### src/rtl/fwp_pkg.sv
package fwp_pkg;

    localparam int PTR_W = 7;

    typedef enum logic [1:0] {
        OP_READ  = 2'b00,
        OP_WRITE = 2'b01,
        OP_ERASE = 2'b10,
        OP_RSVD  = 2'b11
    } op_e;

    typedef struct packed {
        logic             gwp_n;
        logic             gcp_n;
        logic             seg_dis;
        logic             anchor_top;
        logic             lastpg_n;
        logic [PTR_W-1:0] ptr;
    } cfg_t;

    typedef struct packed {
        cfg_t cfg;
        logic armed;
    } hold_t;

    typedef struct packed {
        logic valid;
        logic grant;
        logic viol;
    } resp_t;

endpackage

### src/rtl/fwp_cfg_hold.sv
module fwp_cfg_hold
    import fwp_pkg::*;
(
    input  logic clk,
    input  logic rst_n,
    input  cfg_t cfg_in,
    output cfg_t cfg_q,
    output logic armed_q
);

    hold_t st_d, st_q;

    always_comb begin
        st_d = st_q;
        if (!st_q.armed) begin
            st_d.cfg   = cfg_in;
            st_d.armed = 1'b1;
        end
    end

    always_ff @(posedge clk or negedge rst_n) begin
        if (!rst_n) st_q <= '0;
        else        st_q <= st_d;
    end

    assign cfg_q   = st_q.cfg;
    assign armed_q = st_q.armed;

endmodule

### src/rtl/fwp_seg_match.sv
module fwp_seg_match #(
    parameter int NUM_PAGES = 128,
    parameter int PTR_W     = 7,
    localparam int PG_W     = $clog2(NUM_PAGES),
    localparam int CW       = (PG_W > PTR_W) ? PG_W : PTR_W
) (
    input  logic [PG_W-1:0]  page,
    input  logic             seg_dis,
    input  logic             anchor_top,
    input  logic             lastpg_n,
    input  logic [PTR_W-1:0] ptr,
    output logic             seg_hit
);

    localparam logic [CW-1:0] LAST_PG = CW'(NUM_PAGES - 1);

    logic [CW-1:0] pg_x, ptr_x;
    logic          below_hit, above_hit, last_hit;

    assign pg_x  = CW'(page);
    assign ptr_x = CW'(ptr);

    always_comb begin
        below_hit = (pg_x <= ptr_x);
        above_hit = (pg_x >= ptr_x);
        last_hit  = (pg_x == LAST_PG) && !lastpg_n;
        if (seg_dis)         seg_hit = 1'b0;
        else if (anchor_top) seg_hit = above_hit;
        else                 seg_hit = below_hit || last_hit;
    end

endmodule

### src/rtl/fwp_policy.sv
module fwp_policy
    import fwp_pkg::*;
(
    input  logic       armed,
    input  logic       gwp_n,
    input  logic       gcp_n,
    input  logic [1:0] op,
    input  logic       ext,
    input  logic       seg_hit,
    output logic       allow
);

    logic is_read;

    always_comb begin
        is_read = (op == OP_READ);
        if (!armed)       allow = 1'b0;
        else if (ext)     allow = gcp_n && (is_read || !seg_hit);
        else if (is_read) allow = 1'b1;
        else              allow = gwp_n && !seg_hit;
    end

endmodule

### src/rtl/fwp_gate.sv
module fwp_gate
    import fwp_pkg::*;
#(
    parameter int NUM_PAGES = 128,
    parameter int PAGE_LG   = 9,
    localparam int PG_W     = $clog2(NUM_PAGES),
    localparam int ADDR_W   = PG_W + PAGE_LG
) (
    input  logic              clk,
    input  logic              rst_n,
    input  logic              cfg_gwp_n,
    input  logic              cfg_gcp_n,
    input  logic              cfg_seg_dis,
    input  logic              cfg_anchor_top,
    input  logic              cfg_lastpg_n,
    input  logic [PTR_W-1:0]  cfg_page_ptr,
    input  logic              req_valid,
    input  logic [ADDR_W-1:0] req_addr,
    input  logic [1:0]        req_op,
    input  logic              req_ext,
    input  logic              viol_clr,
    output logic              resp_valid,
    output logic              resp_grant,
    output logic              violation
);

    cfg_t            cfg_pins, cfg_cap;
    logic            cfg_armed;
    logic [PG_W-1:0] req_page;
    logic            seg_hit, allow;
    logic            unused_offset;
    resp_t           rs_d, rs_q;

    assign cfg_pins = '{gwp_n:      cfg_gwp_n,
                        gcp_n:      cfg_gcp_n,
                        seg_dis:    cfg_seg_dis,
                        anchor_top: cfg_anchor_top,
                        lastpg_n:   cfg_lastpg_n,
                        ptr:        cfg_page_ptr};

    assign req_page      = req_addr[ADDR_W-1 -: PG_W];
    assign unused_offset = ^req_addr[PAGE_LG-1:0];

    fwp_cfg_hold u_hold (
        .clk     (clk),
        .rst_n   (rst_n),
        .cfg_in  (cfg_pins),
        .cfg_q   (cfg_cap),
        .armed_q (cfg_armed)
    );

    fwp_seg_match #(.NUM_PAGES(NUM_PAGES), .PTR_W(PTR_W)) u_seg (
        .page       (req_page),
        .seg_dis    (cfg_cap.seg_dis),
        .anchor_top (cfg_cap.anchor_top),
        .lastpg_n   (cfg_cap.lastpg_n),
        .ptr        (cfg_cap.ptr),
        .seg_hit    (seg_hit)
    );

    fwp_policy u_pol (
        .armed   (cfg_armed),
        .gwp_n   (cfg_cap.gwp_n),
        .gcp_n   (cfg_cap.gcp_n),
        .op      (req_op),
        .ext     (req_ext),
        .seg_hit (seg_hit),
        .allow   (allow)
    );

    always_comb begin
        rs_d       = rs_q;
        rs_d.valid = req_valid;
        rs_d.grant = req_valid && allow;
        if (viol_clr)               rs_d.viol = 1'b0;
        if (req_valid && !allow)    rs_d.viol = 1'b1;
    end

    always_ff @(posedge clk or negedge rst_n) begin
        if (!rst_n) rs_q <= '0;
        else        rs_q <= rs_d;
    end

    assign resp_valid = rs_q.valid;
    assign resp_grant = rs_q.grant;
    assign violation  = rs_q.viol;

endmodule

### config.mk
export PLATFORM = sky130hd
export DESIGN_NAME = fwp_gate
export DESIGN_NICKNAME = d
export VERILOG_FILES = /design/src/rtl/fwp_pkg.sv /design/src/rtl/fwp_cfg_hold.sv /design/src/rtl/fwp_seg_match.sv /design/src/rtl/fwp_policy.sv /design/src/rtl/fwp_gate.sv
export SDC_FILE = /design/constraint.sdc
export NUM_CORES = 1
export LEC_CHECK = 0
export ABC_AREA = 1
export CAP_MARGIN = 30
export CORE_UTILIZATION = 50
export CTS_CLUSTER_SIZE = 40
export DETAILED_ROUTE_END_ITERATION = 16
export DONT_BUFFER_PORTS = 1
export HOLD_SLACK_MARGIN = 0.08
export PLACE_DENSITY = 0.7
export SYNTH_ARGS = -nofsm -noshare
export SYNTH_HDL_FRONTEND = slang
export SYNTH_SLANG_ARGS = --single-unit
export TNS_END_PERCENT = 5
### constraint.sdc
create_clock -name clk -period 4.38 [get_ports clk]
set_clock_uncertainty 0.15 [all_clocks]
set_input_delay 0.438 -clock clk [delete_from_list [all_inputs] [get_ports clk]]
set_output_delay 0.438 -clock clk [all_outputs]
set_load 0.005 [all_outputs]
==> results of run 1 <==
==> placed cells by master, fill, tap and decap left out, drive strengths merged <==
master	n
and3	1
or2	2
nor2	13
a21oi	12
inv	17
dfrtp	16
conb	1
clkbuf	4
dlygate4sd3	2
nand2	18
nand3	3
mux2	2
ha	7
a21boi	1
nand4	2
nand3b	1
==> worst max-delay path, stage by stage (launching register included) <==
cell and delay (ns):
dfrtp_1 0.37, inv_1 0.07, ha_1 0.24, nand2_2 0.09
inv_1 0.05, a21oi_2 0.14, nand4_1 0.11, nand3_1 0.09
nand2_1 0.05, nand2_1 0.05, nand2_1 0.06, nand2_1 0.06
nand2_1 0.04
==> power by group through the flow <==
| stage | registers (mW) | clock network, mW | logic (mW) |
|---|---|---|---|
| floorplan | 0.167 | 0 | 0.0392 |
| global placement | 0.170 | 0 | 0.0419 |
| detailed placement | 0.170 | 0 | 0.0437 |
| CTS | 0.167 | 0.100 | 0.0487 |
| global route | 0.169 | 0.107 | 0.0565 |
| finish | 0.167 | 0.0977 | 0.0476 |
==> per-stage QoR <==
stage	std cells	power (mW)	setup WS [ns]	cell area [sq um]	utilization
floorplan	98	0.206	2.72	832	-
global placement	112	0.212	2.65	845	0.554
detailed placement	112	0.214	2.63	845	0.554
CTS	118	0.316	2.70	901	0.591
global route	118	0.332	2.54	901	0.591
finish	118	0.312	2.71	901	0.591
==> layout make-up <==
type,instances,share of cell area
multi-input combinational,63,0.400
tap,16,0.0222
clock buffer,4,0.0403
inverter,17,0.0708
sequential,16,0.444
timing repair buffer,2,0.0222
==> state kept, by name, indices dropped and copies added, names as in the netlist <==
signal	cells
resp_valid	1
u_hold.cfg_q	12
violation	1
u_hold.armed_q	1
resp_grant	1
==> kinds of logic (layout without fill, tap and decap cells) <==
| kind of cell | after synthesis | count (layout) | synth area share |
|---|---|---|---|
| AOI/OAI and AO/OA | 13 | 13 | 0.0857 |
| adders and majority gates | 7 | 7 | 0.105 |
| buffers and inverters | 19 | 23 | 0.0857 |
| DFF | 16 | 16 | 0.481 |
| muxes | 2 | 2 | 0.0271 |
| other | 1 | 1 | 0.00451 |
| and+or+nand+nor | 40 | 40 | 0.211 |
==> worst paths after layout <==
path	end	slack, ns	depth (start not counted)
max in group asynchronous	resp_grant	3.17	1
min reg2reg	u_hold.cfg_q[11]	0.36	1
max	violation	2.71	12
max reg2reg	violation	2.71	12
min	resp_grant	0.09	2
min in group asynchronous	u_hold.cfg_q[5]	0.47	1
==> routing by layer <==
layer / routed length (microns) / track usage / part of all wire / vias up
met5: 0 / 0 / 0 / -
met4: 34 / 0.113 / 0.026 / 0
met3: 76 / 0.0298 / 0.059 / 5
met2: 611 / 0.300 / 0.47 / 21
met1: 572 / 0.198 / 0.44 / 251
li1: - / - / - / 316
==> impl_results.md, run 1 <==
* WL final at 1290 microns
* Main area contributors after synthesis: dfrtp_1 48%, ha_1 11%, inv_1 7.7%
* Area Overhead vs Synth at 8.27%
* Initial antenna violation count at 0
* Hold_buf cts at 2
* Synth top cells by count: 17 x inv_1, 17 x nand2_1, 16 x dfrtp_1
* Post-cts sizing count at 0
* Initial DRC Count at 11
* Part of the power in the clock network at 0.313
* Die ar. at around 0.0018 sq mm
* IR drop worst, VDD at roughly 160 uV
* Number of synthesized flops with an enable pin at 0
* Number of setup violations in the final report at 0
* Leak at just under 0.5 nW
* Psw at roughly 0.080 mW
* Post-synthesis cell area at 832 sq um
* Clock tree buffer depth at 2
* Rows at 14
* Postcts setup bufs at 0
* WHS at roughly 0.095 ns
* Slew Viols, Final at 0
* Post-Syn Instances at 98
* Post-DP HPWL at between 1000 and 1500 microns
* Hold Crit Start: req_valid
* Mean Syn Cell Area at ~8.5 sq um
* Slew @ Worst Pin at ~0.69 ns
* Register area share after synthesis at 0.481
* Largest net degree at the start of global routing at 24
* Unrepaired setup endpoints after global routing: no
* Top Ports at 38
* Die height at about 43 microns
* Min cycle time layout at around 1.7 ns
* Final Hold Fails at 0
* Ys flop type: dfrtp_1
* Vias in the first global route at 550
* TritonCTS Buffers at 3
* Critical path class: reg -> reg
* Crit path DAT at 1.71 ns
* Max cap viols at 0
* Crit path capture type: flip-flop
* Seq cells post-synth at 16
* Share of the synthesized area in the top cell type at 0.481
* H-tree depth at 1
* Starting Density at 0.546
* Clock Pin Slew Worst Setup and Hold Paths at ~0.090 ns
* Final GP Congestion at 0.760
* Critical Path RT at around 4.4 ns
* FILL cells at around 140
* Global-route wire length before repair at around 2300 microns
* Combinational Power Share at 0.152
* First-pass detailed-route iteration total at 4
* Setup TNS at 0 ns
* Power Dens Cells at about 350 mW/mm^2
* Worst Hold Class: in -> reg
* DR WL/cell at 11.0 microns
* Port buffer count at 0
* Internal at between 0.2 and 0.25 mW
* Status: finished, final reports clean
* Syn nets at 140
* Relative slew margins at 0.540
* Async set or reset register ratio after synthesis at 1.00
* Synth warnings at 0
* Worst-Skew Late Latency at a little under 0.3 ns
* Post-DR vias/cell at roughly 5
* CTS tree: done
* Largest fanout on the critical path at 2
* Startpoint Class: flip-flop
* Leading area contributor after synthesis: dfrtp_1
* Drt drc at 0
* Die span in x at 42.8 microns
* Clk sink count at 16
* Layout cells sized above 1 at 0.108
* Crit path launch: u_hold.cfg_q[6]
* Global route overflow at 0
* Register area at around 400 sq um
* Nets at 145
* Multi-input logic area at 360 sq um
* Root Driver: clkbuf_4
* Switching portion of total power at 0.257
* Diode count at 0
* Cell variety after synth at 18
* Max Clk Rate at between 0.5 and 0.6 GHz
* Via count at 593
* Core area at between 0.0015 and 0.002 sq mm
* Fin crit share at 0.381
* GRT Overall Usage at 0.175
* Reg power frac at 0.535
* Antenna-violating nets left at 0
* R2r startpoint: u_hold.cfg_q[6]
Power figures use the tool's default switching activity.
==> run 2, diff against run 1 <==
--- a/config.mk
+++ b/config.mk
@@ -12,7 +12,7 @@
 export DETAILED_ROUTE_END_ITERATION = 16
 export DONT_BUFFER_PORTS = 1
 export HOLD_SLACK_MARGIN = 0.08
-export PLACE_DENSITY = 0.7
+export PLACE_DENSITY = 0.73
 export SYNTH_ARGS = -nofsm -noshare
 export SYNTH_HDL_FRONTEND = slang
 export SYNTH_SLANG_ARGS = --single-unit
==> constraint.sdc (replaced) <==
create_clock -name clk -period 1.4 [get_ports clk]
set_clock_uncertainty 0.15 [all_clocks]
set_input_delay 0.14 -clock clk [delete_from_list [all_inputs] [get_ports clk]]
set_output_delay 0.14 -clock clk [all_outputs]
set_load 0.005 [all_outputs]
==> run 2 against run 1 <==
Effect of this change:
- the run now ends with negative hold slack, negative setup slack left
- total power grew to 3.4 times the previous value
- die area unchanged
- global-route usage increased by 2.9 points
- wire length rose by 22%
- sequential share of layout area fell by 9.3 points
- largest power group unchanged
==> impl_results.md, run 2 (synthesis results as in run 1) <==
* Starting Density at 0.546 (unchanged)
* Failing checks: negative hold slack, negative setup slack
* Post-DR vias/cell at 5.09 (+1.4%)
* Area Overhead vs Synth at 37.0%
* Status: complete, but fails checks
* Rows at 14 (unchanged)
* Combinational Power Share at 0.216 (+0.064)
* Clk sink count at 16 (unchanged)
* CTS tree: done
* Most frequent cells in the layout: 17 x nand2_1, 16 x dlygate4sd3_1, 16 x dfrtp_1, 12 x inv_1, 12 x nor2_1
* Min cycle time layout at 1.64 ns (-0.0276 ns)
* Slew @ Worst Pin at 0.704 ns (+0.0157 ns)
* Global-route wire length before repair at 2730 microns (+18%)
* Nets at 165 (+14%)
* Gr busiest metal: met2
* Drt drc at 0 (unchanged)
* Port buffer count at 0 (unchanged)
* Largest net degree at the start of global routing at 17 (-29%)
* Number of setup violations in the final report at 2 (+2)
* Pre-CTS setup slack at -0.260 ns (-2.89 ns)
* Reg power frac at 0.493 (-0.042)
* Fin crit share at 1.17 (+0.791)
* Via count at 703 (+19%)
* Final worst slack at -0.240 ns (-2.95 ns)
* H-tree depth at 1 (unchanged)
* WHS at -0.276 ns (-0.371 ns)
* Final GP Congestion at 0.762 (+0.34%)
* Crit path DAT at 1.68 ns (-0.03 ns)
* Top Ports at 38 (unchanged)
* Post-layout util at 0.748 (+0.157)
* Psw at 0.277 mW (+240%)
* Post-DP HPWL at 1160 microns (+16%)
* Part of the power in the clock network at 0.291 (-0.022)
* Final Hold Fails at 3 (+3)
* Initial antenna violation count at 0 (unchanged)
* Power Dens Cells at 928 mW/mm^2 (+170%)
* IR drop worst, VDD at 679 uV (+310%)
* Relative slew margins at 0.529 (-0.0105)
* Core area at 0.00152 sq mm (unchanged)
* DR WL/cell at 11.4 microns (+4.2%)
* Vias in the first global route at 684 (+24%)
* Power, Total at 1.06 mW (+240%)
* Max reg flops at 12 (unchanged)
* Die span in x at 42.8 microns (unchanged)
* Largest fanout on the critical path at 3 (+1)
* Diode count at 0 (unchanged)
* Crit path capture type: flip-flop
* Met1 GRT Util at 0.224 (+0.0261)
* Clock tree buffer depth at 2 (unchanged)
* Antenna-violating nets left at 0 (unchanged)
* Worst Hold Class: in -> reg
* Critical path class: reg -> reg
* Critical Path RT at 1.44 ns (-2.98 ns)
* Initial DRC Count at 13 (+2)
* Max cap viols at 0 (unchanged)
* Internal at 0.780 mW (+240%)
* Layout cells sized above 1 at 0.221 (+0.113)
* Die ar. at 0.00183 sq mm (unchanged)
* Root Driver: clkbuf_4
* Cell Count, Final, Fillers Out at 138 (+17%)
* Global route overflow at 0 (unchanged)
* Slew Viols, Final at 0 (unchanged)
* DP Cell Count at 117 (+4.5%)
* GRT Overall Usage at 0.204 (+0.0291)
* Unrepaired setup endpoints after global routing: yes
* Clock Pin Slew Worst Setup and Hold Paths at 0.10 ns (about the same)
* Grt met2 use at 0.373 (+0.0727)
* Worst-Skew Late Latency at 0.28 ns (about the same)
* Die height at 42.8 microns (unchanged)
* Switching portion of total power at 0.262 (+0.00485)
* Commonest non-fill, non-tap cell in the layout: nand2_1
* Leak at 0.568 nW (+17%)
* WL final at 1580 microns (+22%)
* Startpoint Class: flip-flop
* Met3 Usage GRT at 0.0511 (+0.0213)
* Hold_buf cts at 16 (+14)
* Max Clk Rate at 0.610 GHz (+1.7%)
* First-pass detailed-route iteration total at 4 (unchanged)
* TritonCTS Buffers at 3 (unchanged)
run 2: timing repair:
item,4_1_cts,5_1_grt
setup buffers,1,0
gates resized for setup,8,0
hold endpoints to repair,31,3
setup endpoints to repair,2,2
pin swaps,4,0
gates cloned,0,0
run 2: power groups by stage:
stage | Clock, mW | Sequential (mW) | Combinational [mW]
final | 0.308 | 0.521 | 0.228
after global routing | 0.341 | 0.524 | 0.261
after CTS | 0.311 | 0.522 | 0.229
after detailed placement | 0 | 0.529 | 0.163
after global placement | 0 | 0.527 | 0.156
after floorplan | 0 | 0.523 | 0.126
run 2: worst max-delay path: stages, from the launching register on:
cell     delay [ns]
dfrtp_1        0.40
inv_2          0.08
ha_4           0.20
a21oi_2        0.11
nand2_1        0.06
nand2_1        0.08
nand4_1        0.09
nand3_1        0.09
nand2_1        0.05
nand2_1        0.06
nand2_1        0.07
nand2_1        0.06
nand2_1        0.04
run 2: layer usage:
metal	share of wire	up-vias
met5	0	-
met4	0.0057	0
met3	0.033	4
met2	0.53	16
met1	0.43	328
li1	-	355
run 2: stage by stage:
step	setup TNS, ns	area [sq um]
3_3_place_gp	-0.395	895
4_1_cts	-0.405	1140
2_1_floorplan	-0.242	845
3_5_place_dp	-0.481	895
5_1_grt	-0.734	1140
6_report	-0.451	1140
run 2: worst paths after layout:
check / from / to / slack, ns / cells past startpoint
max in group asynchronous: rst_n / u_hold.cfg_q[7] / 0.47 / 1
max reg2reg: u_hold.cfg_q[2] / violation / -0.24 / 12
min: req_valid / resp_valid / -0.28 / 0
min reg2reg: u_hold.cfg_q[10] / u_hold.cfg_q[10] / 0.37 / 2
max: u_hold.cfg_q[2] / violation / -0.24 / 12
min in group asynchronous: rst_n / u_hold.cfg_q[4] / 0.18 / 1
run 2: area by class of cell:
| cell class | count | area (sq um) |
|---|---|---|
| Fill cell | 119 | 384 |
| Tap cell | 16 | 20.0 |
| Sequential cell | 16 | 400 |
| Multi-Input combinational cell | 63 | 414 |
| Clock buffer | 4 | 36.3 |
| Timing Repair Buffer | 22 | 205 |
| Inverter | 17 | 63.8 |
